$ cat src/rtl/nib_link_pkg.sv
package nib_link_pkg;

   typedef enum logic [2:0] {
      ST_IDLE,
      ST_RX_LO,
      ST_RX_HI,
      ST_RX_END,
      ST_TURN,
      ST_TX_IDLE,
      ST_TX_ARM,
      ST_TX_LO
   } link_st_e;

endpackage

$ cat src/rtl/nib_link_sync.sv
module nib_link_sync #(
   parameter int STAGES  = 2,
   parameter bit RST_VAL = 1'b1
) (
   input  logic clk,
   input  logic rst_n,
   input  logic d,
   output logic q
);

   logic [STAGES-1:0] chain;

   generate
      if (STAGES < 2) begin : g_bad_depth
         $error("nib_link_sync: STAGES must be at least 2");
      end
   endgenerate

   always_ff @(posedge clk or negedge rst_n) begin
      if (!rst_n) chain <= {STAGES{RST_VAL}};
      else        chain <= {chain[STAGES-2:0], d};
   end

   assign q = chain[STAGES-1];

endmodule

$ cat src/rtl/nib_link_ctrl.sv
module nib_link_ctrl
   import nib_link_pkg::*;
(
   input  logic clk,
   input  logic rst_n,
   input  logic link_en,
   input  logic dir_tx,
   input  logic rx_last,
   input  logic tl_s,
   input  logic tx_valid,
   output logic cap_lo,
   output logic cap_hi,
   output logic tx_load,
   output logic drv_lo,
   output logic drv_hi,
   output logic th_o,
   output logic th_oe,
   output logic dat_oe,
   output logic tx_ready
);

   link_st_e st_q, st_d;

   always_comb begin
      st_d    = st_q;
      cap_lo  = 1'b0;
      cap_hi  = 1'b0;
      tx_load = 1'b0;
      drv_lo  = 1'b0;
      drv_hi  = 1'b0;
      if (!link_en) begin
         st_d = ST_IDLE;
      end else begin
         unique case (st_q)
            ST_IDLE:    st_d = dir_tx ? ST_TURN : ST_RX_LO;
            ST_RX_LO: begin
               if (dir_tx) st_d = ST_TURN;
               else if (!tl_s) begin
                  cap_lo = 1'b1;
                  st_d   = ST_RX_HI;
               end
            end
            ST_RX_HI: begin
               if (tl_s) begin
                  cap_hi = 1'b1;
                  st_d   = rx_last ? ST_RX_END : ST_RX_LO;
               end
            end
            ST_RX_END:  st_d = ST_RX_END;
            ST_TURN:    if (!tl_s) st_d = ST_TX_IDLE;
            ST_TX_IDLE: begin
               if (tx_valid) begin
                  tx_load = 1'b1;
                  st_d    = ST_TX_ARM;
               end
            end
            ST_TX_ARM: begin
               if (!tl_s) begin
                  drv_lo = 1'b1;
                  st_d   = ST_TX_LO;
               end
            end
            ST_TX_LO: begin
               if (tl_s) begin
                  drv_hi = 1'b1;
                  st_d   = ST_TX_IDLE;
               end
            end
            default:    st_d = ST_IDLE;
         endcase
      end
   end

   always_ff @(posedge clk or negedge rst_n) begin
      if (!rst_n) st_q <= ST_IDLE;
      else        st_q <= st_d;
   end

   assign th_o     = (st_q == ST_RX_HI) || (st_q == ST_RX_END) ||
                     (st_q == ST_TX_IDLE) || (st_q == ST_TX_ARM);
   assign th_oe    = (st_q != ST_IDLE);
   assign dat_oe   = (st_q == ST_TX_IDLE) || (st_q == ST_TX_ARM) ||
                     (st_q == ST_TX_LO);
   assign tx_ready = (st_q == ST_TX_IDLE);

endmodule

$ cat src/rtl/nib_link_pack.sv
module nib_link_pack #(
   parameter int NIB_W = 4
) (
   input  logic               clk,
   input  logic               rst_n,
   input  logic               cap_lo,
   input  logic               cap_hi,
   input  logic               tx_load,
   input  logic               drv_lo,
   input  logic               drv_hi,
   input  logic [NIB_W-1:0]   dat_i,
   input  logic [2*NIB_W-1:0] tx_data,
   output logic [NIB_W-1:0]   dat_o,
   output logic [2*NIB_W-1:0] rx_data,
   output logic               rx_valid
);

   localparam int BYTE_W = 2 * NIB_W;

   logic [NIB_W-1:0]  lo_q;
   logic [BYTE_W-1:0] tx_q;

   always_ff @(posedge clk or negedge rst_n) begin
      if (!rst_n) begin
         lo_q     <= '0;
         rx_data  <= '0;
         rx_valid <= 1'b0;
      end else begin
         rx_valid <= cap_hi;
         if (cap_lo) lo_q    <= dat_i;
         if (cap_hi) rx_data <= {dat_i, lo_q};
      end
   end

   always_ff @(posedge clk or negedge rst_n) begin
      if (!rst_n) begin
         tx_q  <= '0;
         dat_o <= '0;
      end else begin
         if (tx_load) tx_q  <= tx_data;
         if (drv_lo)       dat_o <= tx_q[NIB_W-1:0];
         else if (drv_hi)  dat_o <= tx_q[BYTE_W-1:NIB_W];
      end
   end

endmodule

$ cat src/rtl/nib_link.sv
module nib_link #(
   parameter int NIB_W       = 4,
   parameter int SYNC_STAGES = 2
) (
   input  logic               clk,
   input  logic               rst_n,
   input  logic               link_en,
   input  logic               dir_tx,
   input  logic               rx_last,
   input  logic               tl_i,
   output logic               th_o,
   output logic               th_oe,
   input  logic [NIB_W-1:0]   dat_i,
   output logic [NIB_W-1:0]   dat_o,
   output logic               dat_oe,
   output logic [2*NIB_W-1:0] rx_data,
   output logic               rx_valid,
   input  logic [2*NIB_W-1:0] tx_data,
   input  logic               tx_valid,
   output logic               tx_ready
);

   generate
      if (NIB_W < 1) begin : g_bad_width
         $error("nib_link: NIB_W must be positive");
      end
   endgenerate

   logic tl_s;
   logic cap_lo, cap_hi, tx_load, drv_lo, drv_hi;

   nib_link_sync #(.STAGES(SYNC_STAGES), .RST_VAL(1'b1)) u_sync (
      .clk   (clk),
      .rst_n (rst_n),
      .d     (tl_i),
      .q     (tl_s)
   );

   nib_link_ctrl u_ctrl (
      .clk      (clk),
      .rst_n    (rst_n),
      .link_en  (link_en),
      .dir_tx   (dir_tx),
      .rx_last  (rx_last),
      .tl_s     (tl_s),
      .tx_valid (tx_valid),
      .cap_lo   (cap_lo),
      .cap_hi   (cap_hi),
      .tx_load  (tx_load),
      .drv_lo   (drv_lo),
      .drv_hi   (drv_hi),
      .th_o     (th_o),
      .th_oe    (th_oe),
      .dat_oe   (dat_oe),
      .tx_ready (tx_ready)
   );

   nib_link_pack #(.NIB_W(NIB_W)) u_pack (
      .clk      (clk),
      .rst_n    (rst_n),
      .cap_lo   (cap_lo),
      .cap_hi   (cap_hi),
      .tx_load  (tx_load),
      .drv_lo   (drv_lo),
      .drv_hi   (drv_hi),
      .dat_i    (dat_i),
      .tx_data  (tx_data),
      .dat_o    (dat_o),
      .rx_data  (rx_data),
      .rx_valid (rx_valid)
   );

endmodule

$ cat config.mk
export PLATFORM = sky130hd
export DESIGN_NAME = nib_link
export DESIGN_NICKNAME = d
export VERILOG_FILES = /design/src/rtl/nib_link_pkg.sv /design/src/rtl/nib_link_sync.sv /design/src/rtl/nib_link_ctrl.sv /design/src/rtl/nib_link_pack.sv /design/src/rtl/nib_link.sv
export SDC_FILE = /design/constraint.sdc
export NUM_CORES = 1
export LEC_CHECK = 0
export BUFFER_PORTS_ARGS = -buffer_cell sky130_fd_sc_hd__buf_4
export CAP_MARGIN = 30
export CELL_PAD_IN_SITES_DETAIL_PLACEMENT = 1
export CELL_PAD_IN_SITES_GLOBAL_PLACEMENT = 1
export CORE_UTILIZATION = 40
export CTS_CLUSTER_DIAMETER = 30
export DETAILED_ROUTE_END_ITERATION = 10
export HOLD_SLACK_MARGIN = 0.02
export PLACE_DENSITY_LB_ADDON = 0.1
export RECOVER_POWER = 100
export SLEW_MARGIN = 20
export SYNTH_ARGS = -nofsm -noshare
export SYNTH_HDL_FRONTEND = slang
export SYNTH_SLANG_ARGS = --single-unit
$ cat constraint.sdc
create_clock -name clk -period 2.1 [get_ports clk]
set_input_delay 0 -clock clk [delete_from_list [all_inputs] [get_ports clk]]
set_output_delay 0 -clock clk [all_outputs]
set_load 0.005 [all_outputs]
==> results.cfg <==
[finish]
insertedDiodeCount = 0
fin_util_pct = 58.0
fin_area_mm2 = 0.00181
nets = 173
area_growth_pct = 33.4
nFillCells = 338
final_common_cell = dfrtp_1
layout_common_cells = 28 x dfrtp_1, 22 x mux2_2, 22 x clkbuf_4
drive_above_1_share_pct = 44.2

[die]
initial_core_util_pct = 43.4
rows = 20
dieArea_mm2 = 0.00363
core-area_mm2 = 0.00313
die_h_um = 60.3
die_w_um = 60.3
ios = 36

[detailed_routing]
vias_per_cell = 4.97
drt_iter0_drc = 31
drc = 0
vias = 984
wire_per_inst_um = 14.5
drt_first_pass_iters = 3
wl_um = 2880
antenna_left = 0

[worst_setup_path]
reg2reg_from = u_ctrl.st_q[2]
r2r_cells = 4
slowest_stage = dfrtp_1
critPathMaxFanout = 12
crit_path_cell_trace = nand2_1, nor2_1, and3_1, mux2_2
worstPathArrival_ns = 2.06
rrSetupSlack_ns = 0.25
r2r_end = u_pack.tx_q[7]
cp-end-kind = flip-flop
max_stage_delay_ns = 0.61
worstPathRequired_ns = 2.31
start_kind = flip-flop
crit_type = reg2reg

[timing]
min_period_over_period_pct = 88.1
hold_viol_final = 0
post-route-min-period_ns = 1.85
maxSlewHeadroom_pct = -8.65
finalClockSkew_ns = 0.00959
tightest_slew_ns = 1.63
tns_ns = 0
whs_ns = 0.0307
slew_violations = 31
fmax_mhz = 541
setup_viol = 0
rsz0062_at_grt = false

[pwr]
switching_share_pct = 28.8
seqPwrFrac_pct = 52.6
p_per_area_mw_per_mm2 = 961
power_frac_comb_pct = 29.4
power.internal_w = 0.00124
power_leakage_nw = 0.868
p_clk_share_pct = 18.0
p_sw_w = 0.000501
peakVddDrop_mv = 0.560

[clocking]
clock_path_buffers = 2
path_clk_slew_ns = 0.09
root_buffer = clkbuf_4
htreeDepth = 2
numCtsBuffers = 5
cts_tree = done
clkLatencyLatePin_ns = 0.33
clock_sinks = 30

[placed_design]
io_buffers = 35
dp_hpwl_um = 1970
placed_area_mm2 = 0.00165
gp_congestion = 0.734

[yosys]
netlist_instances = 100
yosys_warnings = 0
syn_area_mm2 = 0.00136
ys_ff_latch = 30
yosysUniqueCellTypes = 28
synth_nets = 119
yosysSeqAreaShare_pct = 55.4
avgSynthCellArea_um2 = 13.6

[grt]
grt_pass1_wl_um = 4560
gr-usage-all-layers_pct = 18.2
antenna_found_initial = 0
grt_pass1_vias = 1035
grt_overflow = 0
grt_max_degree = 31

[job]
drv_cap = 1

[min_path]
holdPathEnd = u_ctrl.st_q[2]
worstHoldStart = dir_tx
min_delay_path_depth = 3
hp-class = in2reg

[outcome]
violations = max-capacitance violations, max-slew violations
status = complete, but fails checks
==> sequential cells by signal, indices dropped and copies added (netlist names) <==
name,count
u_sync.chain,2
u_pack.tx_q,8
u_pack.lo_q,4
u_pack.rx_valid,1
u_pack.rx_data,8
u_ctrl.st_q,3
u_pack.dat_o,4
==> synth_stat cells <==
| master | instances | area [um2] |
|---|---|---|
| inv_1 | 2 | 7.51 |
| nor2_1 | 7 | 26.3 |
| nor4b_2 | 1 | 15.0 |
| o32ai_1 | 1 | 8.76 |
| nand3b_1 | 1 | 7.51 |
| mux2_4 | 1 | 15.0 |
| xnor2_1 | 1 | 8.76 |
| nand4_2 | 1 | 12.5 |
| or3_1 | 1 | 6.26 |
| mux2_2 | 22 | 248 |
| xor2_1 | 2 | 17.5 |
| and3_1 | 1 | 6.26 |
| nor3b_1 | 1 | 7.51 |
| o21a_1 | 2 | 15.0 |
| a2bb2oi_2 | 1 | 15.0 |
| nand3_1 | 1 | 5.00 |
| mux2i_1 | 4 | 40.0 |
| a21oi_1 | 6 | 30.0 |
| nor4b_4 | 1 | 23.8 |
| nand2_1 | 2 | 7.51 |
| nand2_4 | 1 | 11.3 |
| nand2b_1 | 3 | 18.8 |
| o311ai_0 | 1 | 8.76 |
| dfstp_2 | 2 | 52.6 |
| buf_6 | 2 | 22.5 |
| buf_2 | 3 | 15.0 |
| nor2b_1 | 1 | 6.26 |
| dfrtp_1 | 28 | 701 |
==> area by class of cell <==
type / count / area (um2) / area share (%)
Clock buffer: 5 / 37.5 / 2.07
Clock inverter: 2 / 10.0 / 0.552
Inverter: 2 / 7.51 / 0.414
Multi-Input combinational cell: 63 / 533 / 29.4
Sequential cell: 30 / 753 / 41.5
Tap cell: 44 / 55.1 / 3.04
Timing Repair Buffer: 52 / 417 / 23.0
==> power groups by stage <==
stage	clock [W]	sequential (W)	combinational (W)
finish	0.000314	0.000916	0.000512
global route	0.000343	0.000943	0.000566
CTS	0.000326	0.000925	0.000548
detailed placement	0	0.000936	0.000525
global placement	0	0.000915	0.000503
floorplan	0	0.000893	0.000295
==> metal layers <==
| metal | wire length [um] | GRT usage (%) | up-vias |
|---|---|---|---|
| met4 | 51 | 7.97 | 0 |
| met3 | 114 | 6.06 | 5 |
| met5 | 0 | 0 | - |
| met2 | 1400 | 30.0 | 25 |
| li1 | - | - | 460 |
| met1 | 1310 | 21.4 | 494 |
==> worst max-delay path, delay by kind of cell, from the launching register on <==
family        cells  cell delay (ns)
simple gates      3             0.73
flops             1             0.61
mux               1             0.39
==> cell families after synthesis <==
family                    share of synthesized area, %
xor gates and xnor gates                          1.93
muxes                                             22.3
DFF                                               55.4
AOI/OAI and AO/OA                                 5.71
and+or+nand+nor                                   11.3
buffers and inverters                             3.31
==> how the worst max path moves through the flow <==
stage,end,cells after the start,startpoint
final,u_pack.tx_q[7],4,u_ctrl.st_q[2]
after global routing,u_pack.tx_q[3],4,u_ctrl.st_q[2]
after CTS,u_pack.tx_q[7],4,u_ctrl.st_q[2]
after detailed placement,u_pack.tx_q[6],4,u_ctrl.st_q[2]
after global placement,u_pack.tx_q[7],4,u_ctrl.st_q[2]
after floorplan,u_pack.dat_o[3],5,u_ctrl.st_q[1]
==> metrics by stage <==
stage,total power (W),worst slack (ns),cells
3_3_place_gp,0.00142,0.340,176
5_1_grt,0.00185,0.123,198
3_5_place_dp,0.00146,0.245,176
6_report,0.00174,0.250,198
4_1_cts,0.00180,0.230,198
2_1_floorplan,0.00119,0.574,100
==> what timing repair did <==
action                    4_1_cts  5_1_grt
hold endpoints to repair       49        0
hold buffers                   15        0
buffers inserted                0        0
resized for setup               0        0
No activity file was read; power rests on OpenSTA's default activity.
